<file path="src/rtl/shift_fifo_pkg.sv">
package shift_fifo_pkg;
  typedef enum logic [1:0] {
    OP_IDLE = 2'b00,
    OP_PUSH = 2'b01,
    OP_POP  = 2'b10,
    OP_BOTH = 2'b11
  } op_e;
endpackage

</file>
<file path="src/rtl/sf_cell_chain.sv">
module sf_cell_chain #(
  parameter int WIDTH = 8,
  parameter int DEPTH = 16
) (
  input  logic                  clk_i,
  input  logic                  rst_ni,
  input  logic                  shift_i,
  input  logic [WIDTH-1:0]      din_i,
  output logic [DEPTH-1:0][WIDTH-1:0] cells_o
);
  logic [DEPTH-1:0][WIDTH-1:0] cell_q;

  for (genvar g = 0; g < DEPTH; g++) begin : g_cell
    if (g == 0) begin : g_head
      always_ff @(posedge clk_i or negedge rst_ni) begin
        if (!rst_ni)      cell_q[g] <= '0;
        else if (shift_i) cell_q[g] <= din_i;
      end
    end else begin : g_body
      always_ff @(posedge clk_i or negedge rst_ni) begin
        if (!rst_ni)      cell_q[g] <= '0;
        else if (shift_i) cell_q[g] <= cell_q[g-1];
      end
    end
  end

  assign cells_o = cell_q;
endmodule

</file>
<file path="src/rtl/sf_tap_mux.sv">
module sf_tap_mux #(
  parameter int WIDTH = 8,
  parameter int DEPTH = 16,
  localparam int IW   = $clog2(DEPTH)
) (
  input  logic [DEPTH-1:0][WIDTH-1:0] cells_i,
  input  logic [IW-1:0]               sel_i,
  output logic [WIDTH-1:0]            dout_o
);
  // and-or selector, one term per tap
  always_comb begin
    dout_o = '0;
    for (int i = 0; i < DEPTH; i++) begin
      if (sel_i == IW'(i)) dout_o = dout_o | cells_i[i];
    end
  end
endmodule

</file>
<file path="src/rtl/sf_occ_ctrl.sv">
module sf_occ_ctrl
  import shift_fifo_pkg::*;
#(
  parameter int DEPTH = 16,
  localparam int IW   = $clog2(DEPTH),
  localparam int CW   = $clog2(DEPTH + 1)
) (
  input  logic          clk_i,
  input  logic          rst_ni,
  input  logic          lut_mode_i,
  input  logic          push_i,
  input  logic          pop_i,
  output logic          shift_o,
  output logic [IW-1:0] tap_o,
  output logic [CW-1:0] count_o,
  output logic          full_o,
  output logic          empty_o,
  output logic          err_o
);
  logic [CW-1:0] cnt_q, cnt_d, cnt_m1;
  logic          err_q, err_d;
  logic          pop_ok, push_ok;
  op_e           op;

  assign empty_o = (cnt_q == '0);
  assign full_o  = (cnt_q == CW'(DEPTH));

  always_comb begin
    pop_ok  = 1'b0;
    push_ok = 1'b0;
    err_d   = 1'b0;
    if (!lut_mode_i) begin
      pop_ok  = pop_i && !empty_o;
      push_ok = push_i && (!full_o || pop_ok); // full: slot freed by same-cycle pop
      err_d   = (pop_i && !pop_ok) || (push_i && !push_ok);
    end
    op = op_e'({pop_ok, push_ok});
    unique case (op)
      OP_PUSH: cnt_d = cnt_q + CW'(1);
      OP_POP:  cnt_d = cnt_q - CW'(1);
      default: cnt_d = cnt_q;
    endcase
  end

  always_ff @(posedge clk_i or negedge rst_ni) begin
    if (!rst_ni) begin
      cnt_q <= '0;
      err_q <= 1'b0;
    end else begin
      cnt_q <= cnt_d;
      err_q <= err_d;
    end
  end

  assign cnt_m1  = cnt_q - CW'(1);
  assign tap_o   = cnt_m1[IW-1:0];
  assign shift_o = push_ok;
  assign count_o = cnt_q;
  assign err_o   = err_q;

  assert_count_bound_R3: assert property (@(posedge clk_i) disable iff (!rst_ni)
    count_o <= CW'(DEPTH));
  assert_flags_excl_R3: assert property (@(posedge clk_i) disable iff (!rst_ni)
    !(full_o && empty_o));
  assert_push_inc_R3: assert property (@(posedge clk_i) disable iff (!rst_ni)
    (!lut_mode_i && push_i && !pop_i && !full_o) |=> (count_o == $past(count_o) + CW'(1)));
  assert_no_overflow_R4: assert property (@(posedge clk_i) disable iff (!rst_ni)
    (!lut_mode_i && push_i && !pop_i && full_o) |=> (full_o && err_o));
  assert_no_underflow_R5: assert property (@(posedge clk_i) disable iff (!rst_ni)
    (!lut_mode_i && pop_i && empty_o) |=> err_o);
  assert_lut_hold_R7: assert property (@(posedge clk_i) disable iff (!rst_ni)
    lut_mode_i |=> ($stable(count_o) && !err_o));
endmodule

</file>
<file path="src/rtl/shift_fifo.sv">
module shift_fifo #(
  parameter int WIDTH = 8,
  parameter int DEPTH = 16,
  localparam int IW   = $clog2(DEPTH),
  localparam int CW   = $clog2(DEPTH + 1)
) (
  input  logic             clk_i,
  input  logic             rst_ni,
  input  logic             lut_mode_i,
  input  logic [IW-1:0]    lut_idx_i,
  input  logic             push_i,
  input  logic [WIDTH-1:0] wdata_i,
  input  logic             pop_i,
  output logic [WIDTH-1:0] rdata_o,
  output logic             full_o,
  output logic             empty_o,
  output logic [CW-1:0]    count_o,
  output logic             err_o
);
  logic [DEPTH-1:0][WIDTH-1:0] cells;
  logic                        shift;
  logic [IW-1:0]               tap, sel;
  logic [WIDTH-1:0]            mux_out;

  sf_occ_ctrl #(.DEPTH(DEPTH)) u_ctrl (
    .clk_i, .rst_ni, .lut_mode_i, .push_i, .pop_i,
    .shift_o(shift), .tap_o(tap), .count_o, .full_o, .empty_o, .err_o
  );

  sf_cell_chain #(.WIDTH(WIDTH), .DEPTH(DEPTH)) u_chain (
    .clk_i, .rst_ni, .shift_i(shift), .din_i(wdata_i), .cells_o(cells)
  );

  assign sel = lut_mode_i ? lut_idx_i : tap;

  sf_tap_mux #(.WIDTH(WIDTH), .DEPTH(DEPTH)) u_mux (
    .cells_i(cells), .sel_i(sel), .dout_o(mux_out)
  );

  assign rdata_o = (!lut_mode_i && empty_o) ? '0 : mux_out;

  assert_empty_no_err_R9: assert property (@(posedge clk_i) disable iff (!rst_ni)
    (!lut_mode_i && !push_i && !pop_i) |=> !err_o);
endmodule

</file>
<file path="config.mk">
export PLATFORM = sky130hd
export DESIGN_NAME = shift_fifo
export DESIGN_NICKNAME = d
export VERILOG_FILES = /design/src/rtl/shift_fifo_pkg.sv /design/src/rtl/sf_cell_chain.sv /design/src/rtl/sf_tap_mux.sv /design/src/rtl/sf_occ_ctrl.sv /design/src/rtl/shift_fifo.sv
export SDC_FILE = /design/constraint.sdc
export NUM_CORES = 1
export LEC_CHECK = 0
export BUFFER_PORTS_ARGS = -buffer_cell sky130_fd_sc_hd__buf_2
export CELL_PAD_IN_SITES_DETAIL_PLACEMENT = 1
export CELL_PAD_IN_SITES_GLOBAL_PLACEMENT = 1
export CORE_MARGIN = 5
export CORE_UTILIZATION = 40
export DETAILED_ROUTE_END_ITERATION = 8
export PLACE_DENSITY = 0.72
export SYNTH_ARGS = -nofsm -noshare
export SYNTH_HDL_FRONTEND = slang
export SYNTH_HIERARCHICAL = 1
export SYNTH_SLANG_ARGS = --single-unit
export TNS_END_PERCENT = 100
</file>
<file path="constraint.sdc">
create_clock -name clk_i -period 10.1 [get_ports clk_i]
set_clock_uncertainty 0.2 [all_clocks]
set_input_delay 2.02 -clock clk_i [delete_from_list [all_inputs] [get_ports clk_i]]
set_output_delay 2.02 -clock clk_i [all_outputs]
set_load 0.1 [all_outputs]
</file>
After elaboration in Yosys (flattened, before gate mapping)
Cells that the tools add are included.
{ "op_classes": {"addsub": 2, "eq_ne": 18, "mux": 22, "n_bitwise": 15, "reduce_logical": 15} }
{ "ops": {"columns": ["cell", "count"], "rows": [
  ["$mux W8", 17],
  ["$or A8 B8 Y8", 15],
  ["$eq A4 B4 Y1 const B", 8],
  ["$eq A4 B3 Y1 const B", 4],
  ["$pmux W5 S2", 1],
  ["$eq A4 B2 Y1 const B", 2],
  ["$add A5 B1 Y5 const B", 1],
  ["$eq A5 B5 Y1 const B", 1],
  ["$logic_and A1 B1 Y1", 5],
  ["$logic_not A1 Y1", 5],
  ["$logic_not A5 Y1", 1],
  ["$sub A5 B1 Y5 const B", 1],
  ["$eq A4 B1 Y1 const B", 1],
  ["$logic_not A4 Y1", 1],
  ["$mux W4", 1],
  ["$mux W1", 3],
  ["$eq A2 B1 Y1 const B", 1],
  ["$eq A2 B2 Y1 const B", 1],
  ["$logic_or A1 B1 Y1", 2],
  ["$reduce_bool A2 Y1", 1]
]} }
{ "word_totals": {"register_bits": 134, "inputBits": 17, "output_inout_bits": 16, "elab_cells": 90} }

Depth between registers and ports, before layout
Gate-level depths: netlist of run 1.
{ "depth": {"ltp_word": 35, "ltp_mapped": 11, "depth_no_buf": 9} }

Cells and area by module
Netlist of run 1, hierarchy kept.
{ "by_module_without_submodules": {"columns": ["module", "n_inst", "cells_each", "area_per_inst_um2", "seq_area_each_um2"], "rows": [
  ["sf_cell_chain", 1, 270, 4822.1, 3203.1],
  ["sf_tap_mux", 1, 142, 1066.0, 0.0],
  ["sf_occ_ctrl", 1, 44, 441.7, 150.1],
  ["shift_fifo", 1, 13, 108.9, 0.0]
]} }

Worst setup path after synthesis of run 1
Ideal clock, no wire load.
{ "synth_timing": {"path_type": "input port to output port", "from": "input lut_mode_i", "to": "output rdata_o[0]", "t_arrival_ns": 4.022, "t_required_ns": 7.880, "slack_ns": 3.858, "cell_stages": 7, "n_path_buf": 1, "path_cell_list": "mux2_2 buf_4 nor2_2 nand2_1 o221ai_1 or4_1 and2_1"} }
{ "synth_between": {"elab_chain_len": 34, "word_cells_on_any_way": 51, "classes_between": "eq/ne: 15; mux: 18; bitwise: 15; reduce/logical: 3"} }
{ "synth_lines": {"columns": ["item", "line", "source"], "rows": [
  ["start, declared", "shift_fifo.sv:9", "input logic lut_mode_i,"],
  ["$mux W4 (*)", "shift_fifo.sv:34", "assign sel = lut_mode_i ? lut_idx_i : tap;"],
  ["$logic_not A4 Y1", "sf_tap_mux.sv:14", "if (sel_i == IW'(i)) dout_o = dout_o | cells_i[i];"],
  ["$mux W8", "sf_tap_mux.sv:14", null],
  ["$or A8 B8 Y8", "sf_tap_mux.sv:14", null],
  ["$mux W8", "sf_tap_mux.sv:14", null],
  ["$or A8 B8 Y8", "sf_tap_mux.sv:14", null],
  ["$mux W8", "sf_tap_mux.sv:14", null],
  ["$or A8 B8 Y8", "sf_tap_mux.sv:14", null],
  ["[... 19 more ...]", null, null],
  ["$or A8 B8 Y8", "sf_tap_mux.sv:14", null],
  ["$mux W8", "sf_tap_mux.sv:14", null],
  ["$or A8 B8 Y8", "sf_tap_mux.sv:14", null],
  ["$mux W8", "sf_tap_mux.sv:14", null],
  ["$or A8 B8 Y8", "sf_tap_mux.sv:14", null],
  ["$mux W8 (*)", "sf_tap_mux.sv:14", null],
  ["via mux_out[0]", "shift_fifo.sv:23", "logic [WIDTH-1:0] mux_out;"],
  ["$mux W8 (*)", "shift_fifo.sv:40", "assign rdata_o = (!lut_mode_i && empty_o) ? '0 : mux_out;"],
  ["end, declared", "shift_fifo.sv:14", "output logic [WIDTH-1:0] rdata_o,"]
]} }
Mark *: on every way through the listed nets, which the timed path passes. The rest lies on a longest branch.

Worst setup path in the final report of run 1
{ "layout_timing": {"from": "input lut_mode_i", "to": "output rdata_o[4]"} }
{ "layout_between": {"elab_chain_len": 34, "word_cells_on_any_way": 51, "classes_between": "eq/ne: 15; mux: 18; bitwise: 15; reduce/logical: 3"} }
{ "layout_lines": {"columns": ["item", "line", "source"], "rows": [
  ["$mux W4 (*)", "shift_fifo.sv:34", null],
  ["via sel[1]", "shift_fifo.sv:22", "logic [IW-1:0] tap, sel;"],
  ["$logic_not A4 Y1", "sf_tap_mux.sv:14", null],
  ["$mux W8", "sf_tap_mux.sv:14", null],
  ["$or A8 B8 Y8", "sf_tap_mux.sv:14", null],
  ["$mux W8", "sf_tap_mux.sv:14", null],
  ["$or A8 B8 Y8", "sf_tap_mux.sv:14", null],
  ["$mux W8", "sf_tap_mux.sv:14", null],
  ["[... 20 more ...]", null, null],
  ["$or A8 B8 Y8", "sf_tap_mux.sv:14", null],
  ["$mux W8", "sf_tap_mux.sv:14", null],
  ["$or A8 B8 Y8", "sf_tap_mux.sv:14", null],
  ["$mux W8", "sf_tap_mux.sv:14", null],
  ["$or A8 B8 Y8", "sf_tap_mux.sv:14", null],
  ["$mux W8 (*)", "sf_tap_mux.sv:14", null],
  ["via mux_out[4]", "shift_fifo.sv:23", null],
  ["$mux W8 (*)", "shift_fifo.sv:40", null]
]} }
Marked as above.

==> flow_summary.yaml, run 1 <==
timing:
  slew_viol_final: 0
  finalCritPeriodShare_pct: 71.05
  hold_viol_final: 0
  timing.slew.headroom_pct: 18.19
  rsz0062_at_grt: "no"
  worst-slew-pin-transition_ns: 1.222
  period_minus_slack_ns: 7.176
  setup_viol: 0
  fin_setup_tns_ns: 0
  fmax_mhz: 139.3
synth:
  yosysWarnings: 6
  synth_edf_count: 0
  ys_types: 40
  synth_flop_cell: "dfrtp_1"
  synth_seq_cells: 134
  syn_area_um2: 6439
  async_flop_share_pct: 100.0
  ys_seq_area_share_pct: 52.08
  syn_inst: 469
  synth_fp_nets: 490
  synth_area_per_cell_um2: 13.73
floorplanning:
  start_util_pct: 40.68
  num_rows: 46
  core_area_um2: 15830
  dieArea_um2: 18730
  die_y_um: 136.9
  die_w_um: 136.9
  io-pin-count: 33
global_routing:
  grt_pass1_wl_um: 24420
  grt-ovfl-total: 0
  grt_pass1_vias: 4463
  antenna_found_initial: 1
  grt_start_max_net_pins: 75
  grt_use_total_pct: 17.31
clock_tree:
  cts_resized: 0
  cts_hold_buf: 0
  cts_tree: "yes"
  cts.clk_slew.worst_paths_ns: 0.06
  clock-sinks: 134
  htree_levels: 4
  root_buffer: "clkbuf_16"
  clockBufferDepth: 2
  cts_made_buffers: 17
  clk_latency_ns: 0.43
  post_cts_buffers: 0
worst_setup_path:
  reg2reg_from: "u_ctrl/count_o[0]$_DFFE_PN0P_"
  reg2reg_depth: 6
  reg2reg_slack_ns: 6.81
  crit_arrival_ns: 4.96
  startpoint_type: "input pin"
  endpoint_kind: "output pin"
  worstPathRequired_ns: 7.88
  r2r_end: "u_chain/cells_o[118]$_DFFE_PN0P_"
  crit_type: "input pin to output pin"
  worstPathMaxFanout: 24
placement:
  place.gp.congestion: 0.7598
  port_buffers: 32
  hpwl_um: 9136
min_path:
  whs_endpoint: "u_chain/cells_o[124]$_DFFE_PN0P_"
  min_path_type: "register to register"
  min_path_cells: 1
  hold_path.startpoint: "u_chain/cells_o[124]$_DFFE_PN0P_"
route:
  wl_per_cell_um: 20.55
  route.detailed.drc: 0
  wl_um: 14780
  ant_nets: 0
  drt-initial-drc-count: 182
  via_per_inst: 5.530
  vias: 3976
  firstDrtPassIters: 4
final_layout:
  antenna_cells: 0
  drive_above_1_share_pct: 42.35
  final_nets: 511
  layout_common_cells: "mux2_2 (139), dfrtp_1 (134), a22oi_1 (32), buf_2 (31)"
  layout_commonest_cell: "mux2_2"
  syn_to_final_growth_pct: 11.64
status:
  status: "finished clean"
flow_run:
  drv_cap: 0
[cell families after synthesis]
| family | synth area share, % |
|---|---|
| AOI/OAI and AO/OA | 7.831 |
| xor gates and xnor gates | 0.9522 |
| adders and majority gates | 0.7773 |
| buffers and inverters | 4.897 |
| DFF | 52.08 |
| muxes | 27.19 |
| and+or+nand+nor | 6.277 |
[synth_stat cells (2+ instances only)]
cell type | instances | area share [%]
xnor2_1 | 2 | 0.27
mux2_2 | 139 | 24
inv_1 | 3 | 0.17
a32oi_1 | 8 | 1.1
nor3_1 | 2 | 0.16
o221ai_1 | 8 | 1.1
and3_1 | 2 | 0.19
buf_6 | 12 | 2.1
mux2i_1 | 17 | 2.6
o22ai_1 | 16 | 1.6
xor2_1 | 5 | 0.68
and3b_1 | 2 | 0.27
nor2b_1 | 13 | 1.3
nand2_1 | 11 | 0.64
nand4b_1 | 2 | 0.27
buf_4 | 3 | 0.35
and2_1 | 9 | 0.87
a21oi_1 | 2 | 0.16
clkbuf_8 | 8 | 1.7
clkbuf_2 | 2 | 0.16
dfrtp_1 | 134 | 52
nand2b_1 | 2 | 0.19
ha_1 | 4 | 0.78
clkbuf_1 | 2 | 0.12
a22oi_1 | 32 | 3.7
nor2_1 | 4 | 0.23
buf_1 | 5 | 0.29
or4_1 | 8 | 0.93
[per-layer routing]
metal  global-route usage [%]  vias to the layer above  share of wire [%]  routed length [um]
li1                         -                     1796                  -                   -
met1                    22.07                     2040                 44                6513
met2                    27.27                      100                 48                7038
met3                    4.853                       40                5.4                 800
met4                    8.259                        0                2.9                 427
met5                        0                        -                  0                   0
[state kept, by name, summed over array words and instances (netlist names)]
name and count:
u_chain/cells_o 128, u_ctrl/err_o 1, u_ctrl/count_o 5
[layout make-up]
cell class	instances	area [um2]
Timing Repair Buffer	34	181.4
Multi-Input combinational cell	300	2779
Inverter	3	11.26
Clock buffer	18	439.2
Clock inverter	14	153.9
Fill cell	1624	8640
Tap cell	216	270.3
Sequential cell	134	3353
[how the worst max path moves through the flow]
stage | from | endpoint | slack (ns) | cells after the start
2_1_floorplan | lut_mode_i | rdata_o[0] | 3.86 | 7
6_report | lut_mode_i | rdata_o[4] | 2.92 | 8
3_5_place_dp | lut_mode_i | rdata_o[1] | 3.00 | 8
3_3_place_gp | lut_mode_i | rdata_o[1] | 3.07 | 8
4_1_cts | lut_mode_i | rdata_o[4] | 2.97 | 8
5_1_grt | lut_mode_i | rdata_o[6] | 2.72 | 8
[per-stage QoR]
| step | std cells | util, % | instance area (um2) | setup slack [ns] | hold WS, ns |
|---|---|---|---|---|---|
| 2_1_floorplan | 469 | - | 6439 | 3.858 | 0.2749 |
| 6_report | 719 | 45.42 | 7188 | 2.924 | 0.3073 |
| 3_3_place_gp | 687 | 41.67 | 6595 | 3.068 | 0.2844 |
| 3_5_place_dp | 687 | 41.67 | 6595 | 2.998 | 0.2942 |
| 5_1_grt | 719 | 45.42 | 7188 | 2.723 | 0.3264 |
| 4_1_cts | 719 | 45.42 | 7188 | 2.974 | 0.3103 |
[worst max-delay path: stages]
cell,delay (ns)
buf_2,0.16
mux2_2,0.53
nor2b_2,1.05
a22oi_1,0.24
o22ai_1,0.23
or4_1,0.17
and2_1,0.13
buf_2,0.42
Power of run 1 is not shown: default switching activity piles up to over one toggle a cycle in this logic, so the estimate is an artifact.
==> run 2, diff against run 1 <==
--- a/config.mk
+++ b/config.mk
@@ -5,13 +5,14 @@
 export SDC_FILE = /design/constraint.sdc
 export NUM_CORES = 1
 export LEC_CHECK = 0
+export ABC_AREA = 1
 export BUFFER_PORTS_ARGS = -buffer_cell sky130_fd_sc_hd__buf_2
 export CELL_PAD_IN_SITES_DETAIL_PLACEMENT = 1
 export CELL_PAD_IN_SITES_GLOBAL_PLACEMENT = 1
 export CORE_MARGIN = 5
 export CORE_UTILIZATION = 40
 export DETAILED_ROUTE_END_ITERATION = 8
-export PLACE_DENSITY = 0.72
+export PLACE_DENSITY = 0.78
 export SYNTH_ARGS = -nofsm -noshare
 export SYNTH_HDL_FRONTEND = slang
 export SYNTH_HIERARCHICAL = 1
==> constraint.sdc (replaced) <==
create_clock -name clk_i -period 6.8 [get_ports clk_i]
set_clock_uncertainty 0.2 [all_clocks]
set_input_delay 1.36 -clock clk_i [delete_from_list [all_inputs] [get_ports clk_i]]
set_output_delay 1.36 -clock clk_i [all_outputs]
set_load 0.1 [all_outputs]
==> run 2 against run 1 <==
Net effect: count of clock-buffer cells in the layout grew 6; critical path depth grew 7; setup slack lost 1.6 ns; routed wire length grew 23%; via count grew 48%; die area grew 7.8%; non-clock buffer count grew 7; synthesized cell count grew 100%; global-route usage grew 1.5 points; largest cell class unchanged; final cell count grew 65%.
==> flow_summary.yaml, run 2 <==
timing:
  slew_viol_final: 0
  timing.slew.headroom_pct: 39.54
  hold_viol_final: 0
  period_minus_slack_ns: 5.472
  rsz0062_at_grt: "no"
  fin_setup_tns_ns: 0
  fin_hold_ws_ns: 0.2860
  setup_viol: 0
  worst-slew-pin-transition_ns: 0.9069
  finalCritPeriodShare_pct: 80.48
  fmax_mhz: 182.7
global_routing:
  grt_use_total_pct: 18.78
  antenna_found_initial: 0
  grt_pass1_wl_um: 30670
  grt-ovfl-total: 0
  grt_pass1_vias: 6112
  grt_start_max_net_pins: 87
synth:
  synth_area_per_cell_um2: 7.395
  synth_edf_count: 0
  syn_area_um2: 6980
  ys_seq_area_share_pct: 48.04
  synth_most_common_cell: "nand2_1"
  synth_area_leaders: "dfrtp_1 (48%), nand2_1 (28%), nand3_1 (8.5%)"
  synth_top_area_cell: "dfrtp_1"
  synth_flop_cell: "dfrtp_1"
  ys_types: 22
  yosysWarnings: 6
  synth_common_cells: "nand2_1 (523), dfrtp_1 (134), nand3_1 (119)"
  synth_fp_nets: 965
  yosysTopAreaCellShare_pct: 48.04
  synth_seq_cells: 134
  async_flop_share_pct: 100.0
  syn_inst: 944
route:
  wl_per_cell_um: 15.24
  vias: 5865
  route.detailed.drc: 0
  ant_nets: 0
  drt-initial-drc-count: 267
  via_per_inst: 4.933
  firstDrtPassIters: 5
  wl_um: 18120
final_layout:
  drive_above_1_share_pct: 10.37
  largest_reg_flops: 128
  antenna_cells: 0
  layout_common_cells: "nand2_1 (523), dfrtp_1 (134), nand3_1 (119), inv_1 (38), nor2_1 (34)"
  stdcell_area_um2: 7587
  final_nets: 975
  layout_commonest_cell: "nand2_1"
  final_util_pct: 44.02
  syn_to_final_growth_pct: 8.693
floorplanning:
  die_w_um: 142.1
  num_rows: 48
  die_y_um: 142.1
  start_util_pct: 40.50
  dieArea_um2: 20190
  io-pin-count: 33
  core_area_um2: 17240
worst_setup_path:
  crit_arrival_ns: 3.91
  worstPathMaxFanout: 32
  slowest_delay_ns: 0.58
  r2r_end: "u_chain/cells_o[80]$_DFFE_PN0P_"
  worstPathRequired_ns: 5.24
  reg2reg_slack_ns: 3.73
  crit_type: "input pin to output pin"
  startpoint_type: "input pin"
  critPathSlowestCell: "nor2_4"
  path_cells: "buf_2 -> inv_2 -> nand2_1 -> nand2_1 -> inv_2 -> nor2_4 -> nand3_1 -> nand2_1 -> nor2_1 -> nand2_1 -> inv_1 -> nand2_1 -> inv_1 -> a21oi_2 -> buf_2"
  reg2reg_from: "u_ctrl/count_o[0]$_DFFE_PN0P_"
  endpoint_kind: "output pin"
  cpMostUsedCell: "nand2_1"
  reg2reg_depth: 11
pwr:
  p_seq_share_pct: 38.8
  peakVddDrop_mv: 0.3309
  switching_share_pct: 44.24
  powerDensity_nw_per_um2: 454.3
  internal_power_uw: 1922
  p_clk_share_pct: 25.4
  power_switching_uw: 1525
  total_leakage_power_uw: 0.004373
  power_frac_comb_pct: 35.8
placement:
  placed_area_um2: 7041
  place.gp.congestion: 0.7479
  hpwl_um: 10900
  port_buffers: 32
clock_tree:
  clk_latency_ns: 0.41
  cts_tree: "yes"
  post_cts_buffers: 0
  clock-sinks: 134
  cts_hold_buf: 0
  root_buffer: "clkbuf_16"
  cts.clk_slew.worst_paths_ns: 0.05
  cts_resized: 0
  htree_levels: 4
  cts_made_buffers: 17
  clockBufferDepth: 2
min_path:
  min_path_cells: 2
  whs_endpoint: "u_chain/cells_o[120]$_DFFE_PN0P_"
  hold_path.startpoint: "u_chain/cells_o[120]$_DFFE_PN0P_"
  min_path_type: "register to register"
status:
  status: "finished clean"
flow_run:
  drv_cap: 0
## run 2: cell count changes after synthesis, moves of 9 or more
| cell | before | now |
|---|---|---|
| a22oi_1 | 32 | 0 |
| and2_1 | 9 | 0 |
| buf_2 | 0 | 13 |
| buf_6 | 12 | 32 |
| inv_1 | 3 | 39 |
| inv_2 | 0 | 10 |
| mux2_2 | 139 | 0 |
| mux2i_1 | 17 | 0 |
| nand2_1 | 11 | 523 |
| nand3_1 | 1 | 119 |
| nor2_1 | 4 | 35 |
| nor2b_1 | 13 | 0 |
| o22ai_1 | 16 | 0 |
## run 2: critical path, delay by kind of cell
| kind | cells | cell delay (ns) |
|---|---|---|
| and+or+nand+nor | 8 | 1.34 |
| buffers and inverters | 6 | 1.06 |
| AOI/OAI and AO/OA | 1 | 0.11 |
## run 2: final cells by class
class	count	area (um2)
Timing Repair Buffer	41	234.0
Clock inverter	5	75.07
Fill cell	2172	9649
Sequential cell	134	3353
Multi-Input combinational cell	711	2983
Inverter	49	188.9
Clock buffer	24	471.7
Tap cell	225	281.5
## run 2: kinds of logic after synthesis
family	count (synthesis)	share of synthesized area, %
flip-flops	134	48.04
AO/OA/AOI/OAI	12	1.452
AND/OR/NAND/NOR	692	40.15
adder cells (fa/ha/maj)	4	0.7170
buffers and inverters	99	9.267
XOR/XNOR	3	0.3765
## run 2: how the worst max path moves through the flow
stage / startpoint / to / slack (ns) / cells after the start
after floorplan: u_ctrl/count_o[0]$_DFFE_PN0P_ / rdata_o[0] / 1.85 / 18
after global placement: lut_mode_i / rdata_o[1] / 1.41 / 15
after detailed placement: lut_mode_i / rdata_o[3] / 1.32 / 15
after CTS: lut_mode_i / rdata_o[3] / 1.29 / 15
after global routing: lut_mode_i / rdata_o[3] / 1.05 / 15
final: lut_mode_i / rdata_o[3] / 1.33 / 15
## run 2: per-stage QoR
stage,std cells,power [uW],setup WS [ns]
floorplan,944,2299,1.845
global route,1189,3678,1.051
CTS,1189,3486,1.293
detailed placement,1160,2584,1.318
global placement,1160,2546,1.407
finish,1189,3447,1.328
## run 2: power groups by stage
stage          clock (uW)  combinational, uW  sequential [uW]
4_1_cts               898               1250             1340
3_5_place_dp            0               1240             1350
5_1_grt               934               1360             1390
2_1_floorplan           0                919             1380
6_report              874               1230             1340
3_3_place_gp            0               1210             1340
## run 2: metal layers
layer | vias to the layer above | GRT usage (%) | wire length, um
met5 | - | 0 | 0
met4 | 0 | 3.636 | 156
met3 | 13 | 3.831 | 507
met2 | 68 | 31.40 | 8591
met1 | 2865 | 25.54 | 8865
li1 | 2919 | - | -
(Power assumes the default switching activity.)
